<file path="src/rtl/hpt_pkg.sv">
package hpt_pkg;

    typedef enum logic [2:0] {
        S_IDLE,
        S_REQ_W0,
        S_WAIT_W0,
        S_REQ_W1,
        S_WAIT_W1,
        S_STEP
    } hpt_state_e;

    // Field positions in the first entry word
    localparam int PTE_VALID_BIT = 0;
    localparam int PTE_SEC_BIT   = 1;
    localparam int PTE_TAG_LSB   = 7;
    localparam int PTE_TAG_W     = 64 - PTE_TAG_LSB;

    // Page-size field in the second entry word
    localparam int PTE_SZ_LSB    = 12;
    localparam int PTE_SZ_W      = 8;

    localparam int SHIFT_W       = 6;
    localparam int ENTRY_SHIFT   = 4;   // 16 bytes per entry

endpackage

</file>
<file path="src/rtl/hpt_addr_gen.sv">
module hpt_addr_gen
    import hpt_pkg::*;
#(
    parameter int ADDR_W  = 48,
    parameter int HASH_W  = 32,
    parameter int ENTRIES = 8
) (
    input  logic [ADDR_W-1:0]            table_base,
    input  logic [HASH_W-1:0]            table_mask,
    input  logic [HASH_W-1:0]            hash,
    input  logic                         pass_sec,
    input  logic [$clog2(ENTRIES)-1:0]   idx,
    input  logic                         word_hi,
    output logic [ADDR_W-1:0]            entry_off,
    output logic [ADDR_W-1:0]            rd_addr
);

    localparam int IDX_W       = $clog2(ENTRIES);
    localparam int GROUP_SHIFT = IDX_W + ENTRY_SHIFT;

    logic [HASH_W-1:0] hash_sel;
    logic [ADDR_W-1:0] group_off;

    always_comb begin
        hash_sel  = pass_sec ? ~hash : hash;
        group_off = ADDR_W'(hash_sel & table_mask) << GROUP_SHIFT;
        entry_off = group_off + (ADDR_W'(idx) << ENTRY_SHIFT);
        rd_addr   = table_base | (entry_off + (word_hi ? ADDR_W'(8) : ADDR_W'(0)));
    end

endmodule

</file>
<file path="src/rtl/hpt_entry_match.sv">
module hpt_entry_match
    import hpt_pkg::*;
(
    input  logic                 valid_bit,
    input  logic                 sec_bit,
    input  logic [PTE_TAG_W-1:0] entry_tag,
    input  logic                 pass_sec,
    input  logic [PTE_TAG_W-1:0] cmp_tag,
    output logic                 cand
);

    always_comb begin
        cand = valid_bit && (sec_bit == pass_sec) && (entry_tag == cmp_tag);
    end

endmodule

</file>
<file path="src/rtl/hpt_size_decode.sv">
module hpt_size_decode
    import hpt_pkg::*;
(
    input  logic [PTE_SZ_W-1:0] size_field,
    input  logic [SHIFT_W-1:0]  seg_shift,
    output logic [SHIFT_W-1:0]  eff_shift
);

    always_comb begin
        case (seg_shift)
            SHIFT_W'(12): eff_shift = SHIFT_W'(12);
            SHIFT_W'(16): eff_shift = (size_field[3:0] == 4'b0001) ? SHIFT_W'(16) : '0;
            SHIFT_W'(24): eff_shift = (size_field == '0) ? SHIFT_W'(24) : '0;
            default:      eff_shift = '0;
        endcase
    end

endmodule

</file>
<file path="src/rtl/hpt_group_search.sv">
module hpt_group_search
    import hpt_pkg::*;
#(
    parameter int ADDR_W  = 48,
    parameter int HASH_W  = 32,
    parameter int ENTRIES = 8
) (
    input  logic                 clk,
    input  logic                 rst,
    input  logic                 start,
    input  logic [HASH_W-1:0]    hash,
    input  logic [SHIFT_W-1:0]   seg_shift,
    input  logic [PTE_TAG_W-1:0] cmp_tag,
    input  logic [ADDR_W-1:0]    table_base,
    input  logic [HASH_W-1:0]    table_mask,
    output logic                 busy,
    output logic                 done,
    output logic                 hit,
    output logic                 rd_req,
    output logic [ADDR_W-1:0]    rd_addr,
    input  logic                 rd_valid,
    input  logic [63:0]          rd_data,
    output logic [63:0]          pte_w0,
    output logic [63:0]          pte_w1,
    output logic [ADDR_W-1:0]    pte_offset,
    output logic [SHIFT_W-1:0]   page_shift
);

    localparam int IDX_W = $clog2(ENTRIES);
    localparam logic [IDX_W-1:0] LAST_IDX = IDX_W'(ENTRIES - 1);

    hpt_state_e state, state_nx;

    logic [IDX_W-1:0]     idx_q;
    logic                 pass_q;
    logic [HASH_W-1:0]    hash_q;
    logic [HASH_W-1:0]    mask_q;
    logic [ADDR_W-1:0]    base_q;
    logic [SHIFT_W-1:0]   shift_q;
    logic [PTE_TAG_W-1:0] tag_q;
    logic [63:0]          w0_q;

    logic                 cand;
    logic [SHIFT_W-1:0]   dec_shift;
    logic [ADDR_W-1:0]    entry_off;
    logic                 last_idx;
    logic                 finish_hit;
    logic                 finish_miss;

    hpt_addr_gen #(
        .ADDR_W  (ADDR_W),
        .HASH_W  (HASH_W),
        .ENTRIES (ENTRIES)
    ) u_addr (
        .table_base (base_q),
        .table_mask (mask_q),
        .hash       (hash_q),
        .pass_sec   (pass_q),
        .idx        (idx_q),
        .word_hi    (state == S_REQ_W1),
        .entry_off  (entry_off),
        .rd_addr    (rd_addr)
    );

    hpt_entry_match u_match (
        .valid_bit (rd_data[PTE_VALID_BIT]),
        .sec_bit   (rd_data[PTE_SEC_BIT]),
        .entry_tag (rd_data[63:PTE_TAG_LSB]),
        .pass_sec  (pass_q),
        .cmp_tag   (tag_q),
        .cand      (cand)
    );

    hpt_size_decode u_size (
        .size_field (rd_data[PTE_SZ_LSB +: PTE_SZ_W]),
        .seg_shift  (shift_q),
        .eff_shift  (dec_shift)
    );

    assign last_idx    = (idx_q == LAST_IDX);
    assign busy        = (state != S_IDLE);
    assign rd_req      = (state == S_REQ_W0) || (state == S_REQ_W1);
    assign finish_hit  = (state == S_WAIT_W1) && rd_valid && (dec_shift != '0);
    assign finish_miss = (state == S_STEP) && last_idx && pass_q;

    // Next-state logic
    always_comb begin
        state_nx = state;
        unique case (state)
            S_IDLE:    if (start) state_nx = S_REQ_W0;
            S_REQ_W0:  state_nx = S_WAIT_W0;
            S_WAIT_W0: if (rd_valid) state_nx = cand ? S_REQ_W1 : S_STEP;
            S_REQ_W1:  state_nx = S_WAIT_W1;
            S_WAIT_W1: if (rd_valid) state_nx = (dec_shift != '0) ? S_IDLE : S_STEP;
            S_STEP:    state_nx = (last_idx && pass_q) ? S_IDLE : S_REQ_W0;
            default:   state_nx = S_IDLE;
        endcase
    end

    // State register
    always_ff @(posedge clk) begin
        if (rst) state <= S_IDLE;
        else     state <= state_nx;
    end

    // Datapath and result registers
    always_ff @(posedge clk) begin
        if (rst) begin
            idx_q      <= '0;
            pass_q     <= 1'b0;
            hash_q     <= '0;
            mask_q     <= '0;
            base_q     <= '0;
            shift_q    <= '0;
            tag_q      <= '0;
            w0_q       <= '0;
            done       <= 1'b0;
            hit        <= 1'b0;
            pte_w0     <= '0;
            pte_w1     <= '0;
            pte_offset <= '0;
            page_shift <= '0;
        end else begin
            done <= finish_hit || finish_miss;

            if (state == S_IDLE && start) begin
                hash_q  <= hash;
                mask_q  <= table_mask;
                base_q  <= table_base;
                shift_q <= seg_shift;
                tag_q   <= cmp_tag;
                idx_q   <= '0;
                pass_q  <= 1'b0;
            end

            if (state == S_WAIT_W0 && rd_valid) w0_q <= rd_data;

            if (state == S_STEP) begin
                if (last_idx) begin
                    idx_q  <= '0;
                    pass_q <= 1'b1;
                end else begin
                    idx_q  <= idx_q + IDX_W'(1);
                end
            end

            if (finish_hit) begin
                hit        <= 1'b1;
                pte_w0     <= w0_q;
                pte_w1     <= rd_data;
                pte_offset <= entry_off;
                page_shift <= dec_shift;
            end else if (finish_miss) begin
                hit        <= 1'b0;
                pte_w0     <= '0;
                pte_w1     <= '0;
                pte_offset <= '1;
                page_shift <= '0;
            end
        end
    end

endmodule

</file>
<file path="config.mk">
export PLATFORM = sky130hd
export DESIGN_NAME = hpt_group_search
export DESIGN_NICKNAME = d
export VERILOG_FILES = /design/src/rtl/hpt_pkg.sv /design/src/rtl/hpt_addr_gen.sv /design/src/rtl/hpt_entry_match.sv /design/src/rtl/hpt_size_decode.sv /design/src/rtl/hpt_group_search.sv
export SDC_FILE = /design/constraint.sdc
export NUM_CORES = 1
export LEC_CHECK = 0
export ABC_AREA = 0
export BUFFER_PORTS_ARGS = -buffer_cell sky130_fd_sc_hd__buf_2
export CAP_MARGIN = 20
export CORE_MARGIN = 1
export CORE_UTILIZATION = 45
export CTS_CLUSTER_DIAMETER = 50
export CTS_CLUSTER_SIZE = 24
export DETAILED_ROUTE_END_ITERATION = 10
export HOLD_SLACK_MARGIN = 0.1
export PLACE_DENSITY_LB_ADDON = 0.12
export SLEW_MARGIN = 20
export SYNTH_ARGS = -nofsm -noshare
export SYNTH_HDL_FRONTEND = slang
export SYNTH_SLANG_ARGS = --single-unit
</file>
<file path="constraint.sdc">
create_clock -name clk -period 3.55 [get_ports clk]
set_input_delay 0.5325 -clock clk [delete_from_list [all_inputs] [get_ports clk]]
set_output_delay 0.5325 -clock clk [all_outputs]
set_load 0.03 [all_outputs]
</file>
* Word level (Yosys, flattened, before mapping)
Cells that the tools add are included.
** Word-level totals
- Flip-flop bits (word level) :: 430
- Memory bits (read-only) :: 0
- Input port bits :: 243
- Latch bits :: 0
- Memories kept :: 0
- RAM bits :: 0
** Cells by class
- Bitwise logic cells :: 3
- Multiplexer cells :: 27
- Reduce and logical (&&, ||, !) cells :: 18
- Div/mod/pow operators :: 0
- Multiply operators :: 0
- Shifts and indexed selects :: 0
- Equal/unequal tests :: 15
- Magnitude comparators :: 0
- Add/subtract/negate cells :: 3
** Operators with widths (number)
- $mux 64 :: 3
- $mux 48 :: 2
- $eq 57x57->1 :: 1
- $add 48x4->48 :: 1
- $add 48x7->48 :: 1
- $or 48x48->48 :: 1
- $and 32x32->32 :: 1
- $mux 32 :: 1
- $not 32->32 :: 1
- $mux 3 :: 8
- $pmux 3 s6 :: 1
- $pmux 6 s3 :: 1
- $eq 6x5->1 const B :: 2
- $mux 6 :: 2
- $mux 5 :: 2
- $eq 3x3->1 const B :: 3
- $logic_and 1x1->1 :: 9
- $logic_not 8->1 :: 1
- $eq 3x2->1 const B :: 2
- $eq 6x4->1 const B :: 1
- $mux 1 :: 6
- $ne 2x2->1 const B :: 3
- $reduce_bool 6->1 :: 1
- $eq 4x1->1 const B :: 1
- other kinds (9) :: 11

* Logic depth before layout (Yosys ltp)
- Depth after elaboration :: 7
- Depth in mapped cells :: 10
- Depth with buffers taken out :: 6

* By module
A second synthesis with hierarchy kept.
** Unflattened totals
- Cell total of the unflattened synthesis :: 2132
- Area, all modules :: 17086.4 um^2
** Modules (own cells, without submodules)
- hpt_group_search :: cells an instance 1905, area each 15287.2 um^2, sequential area each 8608.3 um^2, instances 1
- hpt_addr_gen :: cells an instance 133, area each 1031.0 um^2, sequential area each 0.0 um^2, instances 1
- hpt_entry_match :: cells an instance 79, area each 648.1 um^2, sequential area each 0.0 um^2, instances 1
- hpt_size_decode :: cells an instance 15, area each 120.1 um^2, sequential area each 0.0 um^2, instances 1

* Worst setup path before layout
Ideal clock, no wire load.
- Path kind :: reg-to-output
- Start :: register pass_q
- End :: output rd_addr[10]
- Arrival time :: 1.357 ns
- Stages on the path, launching flop included :: 6
- Buffers on the path :: 2
- Setup slack :: 1.661 ns
- Data required time :: 3.017 ns
- Path through :: dfxtp_1 clkbuf_1 buf_2 xor2_1 nand2_1 nand2b_1
** Between the ends
- Longest elaborated chain between the ends :: 5
** RTL lines
- start, declared :: RTL line hpt_group_search.sv:35 : logic pass_q;
- start signal, assigned :: RTL line hpt_group_search.sv:110 : pass_q <= 1'b0;
- start signal, assigned :: RTL line hpt_group_search.sv:133 : pass_q <= 1'b0;
- start signal, assigned :: RTL line hpt_group_search.sv:141 : pass_q <= 1'b1;
- $mux 32 :: RTL line hpt_addr_gen.sv:25 : hash_sel = pass_sec ? ~hash : hash;
- $and 32x32->32 :: RTL line hpt_addr_gen.sv:26 : group_off = ADDR_W'(hash_sel & table_mask) << GROUP_SHIFT;
- $add 48x7->48 :: RTL line hpt_addr_gen.sv:27 : entry_off = group_off + (ADDR_W'(idx) << ENTRY_SHIFT);
- $add 48x4->48 :: RTL line hpt_addr_gen.sv:28 : rd_addr = table_base | (entry_off + (word_hi ? ADDR_W'(8) : ADDR_W'(0)));
- $or 48x48->48 :: RTL line hpt_addr_gen.sv:28
- end, declared :: RTL line hpt_group_search.sv:20 : output logic [ADDR_W-1:0] rd_addr,
No other way between the ends.

* Final worst setup path
- Start :: register pass_q
- End :: output rd_addr[27]
Same word-level chain as after synthesis.

==> out/results.ini <==
[place]
gp_congestion=0.845
io_buffers=473
dp_cells=2807
dp_hpwl_mm=35.1

[clocking]
htreeDepth=2
cts_tree=done
clockBufferDepth=3
cts.sinks=415
insertion_delay_ns=0.53
cts_setup_buffers=0
cts_hold_buf=0
cts_root_buffer=clkbuf_16
cts_made_buffers=41
clkTransAtPathRegs_ns=0.07
post_cts_resized=0

[drt]
wl_mm=51.2
postRouteAntennaNets=0
drc=0
drtIter0Drc=885
post_drt_wl_per_cell_um=17.7
drt_pass1_iterations=7
vias_per_cell=5.20
vias=15000

[power]
p_per_area_mw_per_mm2=564
leakagePower_nw=8.41
peakVddDrop_mv=0.362

[timing]
max_freq_ghz=0.358
hold_viol=0
final.period_utilization=0.788
worstMarginPinSlew_ns=0.986
slew_viol_final=0
setup_viol=0
setup_tns_ns=0
timing.slew.headroom=0.343
period_needed_ns=2.80
rsz0062_at_grt=false
skew_ns=0.0184

[synthesis]
synth_top_area_cell=dfxtp_1
synth_warnings=0
ys_types=46
syn_area_mm2=0.0162
synth_common_cells=nand2_1 (649), dfxtp_1 (415), a21oi_1 (376), nand3_1 (135), clkbuf_1 (89)
synthMostInstantiatedCell=nand2_1
ys_async_sr_fraction=0
synth_area_leaders=dfxtp_1 (51%), nand2_1 (15%), a21oi_1 (12%), nand3_1 (4.2%), xor2_1 (2.6%)
synthCells=2033
synth-edff-count=0
netlist.area_leader.share=0.514
ys_seq_area_frac=0.514
avgSynthCellArea_um2=7.95
ys.flop_type=dfxtp_1
ys_ff_latch=415

[floorplanning]
ioPinCount=477
initial_core_util=0.456
die_area_mm2=0.0367
core.rowCount=69
die_h_um=192
core_mm2=0.0355
die_w_um=192

[final_layout]
area_growth_pct=23.5
fin_nets=2634
drive_above_1_share=0.240
layout.cells.non_filler=2886

[critical_path]
path_depth=5
ff2ff_path_depth=6
crit_chain=buf_4, xor2_1, nand2_1, nand2b_1, buf_2
critical_path.startpoint=pass_q
critPathMaxStageDelay_ns=0.69
arrival_ns=2.26
crit_end=rd_addr[27]
slowest_stage=dfxtp_2
cp-start-kind=flip-flop
r2r-start=state[2]
cp_top_family=flip-flops
worst-path-max-fanout=15
critPathKind=flip-flop to primary output
required_ns=3.02
endpoint_kind=primary output
r2r_end=pte_offset[30]
crit_buf_inv=2
r2r_slack_ns=1.24

[global_routing]
grt_pass1_vias=13700
grt_pass1_wl_mm=76.9
antenna_found_initial=12
grt_usage=0.268
grt_overflow=0
grt_max_degree=133

[flow_run]
cap_violations=0

[outcome]
status=finished, final reports clean

[worst_hold_path]
hp-class=input pin to flip-flop

worst min path at each step:
stage                               from         end  slack, ns  depth (start not counted)
after floorplan                base_q[6]   base_q[6]       0.43                          2
after global placement           w0_q[6]   pte_w0[6]       0.44                          2
after detailed placement       base_q[6]   base_q[6]       0.44                          2
after CTS                 table_base[32]  base_q[32]       0.21                          3
after global routing      table_base[29]  base_q[29]       0.22                          3
final                     table_base[30]  base_q[30]       0.23                          3
worst reg2reg max path, stage by stage (launching register included):
cell	delay (ns)
dfxtp_1	0.47
nor2b_2	0.27
and3_1	0.32
o21a_4	0.18
buf_12	0.37
nor3_1	0.34
a211oi_1	0.26
sequential cells by signal, indices dropped and copies added (netlist names):
signal / cells
hit: 1
pass_q: 1
pte_w0: 64
w0_q: 64
pte_offset: 36
hash_q: 32
pte_w1: 64
base_q: 48
tag_q: 57
done: 1
page_shift: 3
idx_q: 3
shift_q: 6
mask_q: 32
state: 3
routing by layer:
layer | wire length, um | GRT usage | vias to the layer above
li1 | - | - | 7417
met1 | 21300 | 0.336 | 6972
met2 | 24200 | 0.444 | 511
met3 | 4050 | 0.0674 | 97
met4 | 1590 | 0.0928 | 8
met5 | 55 | 0 | -
per-stage QoR:
| stage | instance area, um^2 | setup WS, ns | power (mW) | util | hold WS [ns] |
|---|---|---|---|---|---|
| after floorplan | 16200 | 1.66 | 6.16 | - | 0.431 |
| after global placement | 18500 | 0.970 | 6.68 | 0.522 | 0.435 |
| after detailed placement | 18500 | 0.930 | 6.71 | 0.522 | 0.442 |
| after CTS | 19900 | 0.706 | 11.3 | 0.562 | 0.208 |
| after global routing | 20000 | 0.655 | 11.7 | 0.563 | 0.222 |
| final | 20000 | 0.753 | 11.3 | 0.563 | 0.228 |
layout make-up:
cell class | instances | area [um^2]
clock buffers | 45 | 1070
inverters | 14 | 52.6
well taps | 461 | 577
fillers | 3376 | 15500
flip-flops and latches | 415 | 8310
clock inverters | 26 | 368
diodes | 8 | 20.0
repair buffers | 496 | 2690
multi-input cells | 1421 | 6880
power breakdown:
part           switching (mW)  internal [mW]  leakage [nW]
Clock                    1.98           2.68         0.691
Combinational            1.01          0.502          4.35
Sequential              0.159           4.93          3.37
Total                    3.15           8.11          8.41
placed cells by master, fill, tap and decap left out, types with 6 or more instances in the layout:
| cell | count |
|---|---|
| a211oi_1 | 32 |
| a21oi_1 | 376 |
| buf_12 | 11 |
| buf_2 | 472 |
| buf_4 | 12 |
| bufinv_16 | 6 |
| clkbuf_16 | 41 |
| dfxtp_1 | 414 |
| diode_2 | 8 |
| inv_1 | 14 |
| nand2_1 | 647 |
| nand2b_1 | 33 |
| nand3_1 | 134 |
| nand4_1 | 8 |
| nor2_1 | 12 |
| nor3_1 | 42 |
| nor4_1 | 9 |
| xnor2_1 | 31 |
| xor2_1 | 48 |
kinds of logic (layout without fill, tap and decap cells):
| kind of cell | after synthesis | after routing | share of synthesized area |
|---|---|---|---|
| muxes | 1 | 1 | 0.000619 |
| DFF | 415 | 415 | 0.514 |
| xor gates and xnor gates | 79 | 79 | 0.0428 |
| other | 1 | 11 | 0.000232 |
| and+or+nand+nor | 902 | 902 | 0.233 |
| AOI/OAI and AO/OA | 434 | 434 | 0.144 |
| buffers and inverters | 199 | 581 | 0.0639 |
| adders and majority gates | 2 | 2 | 0.00155 |
(Power assumes the default switching activity.)
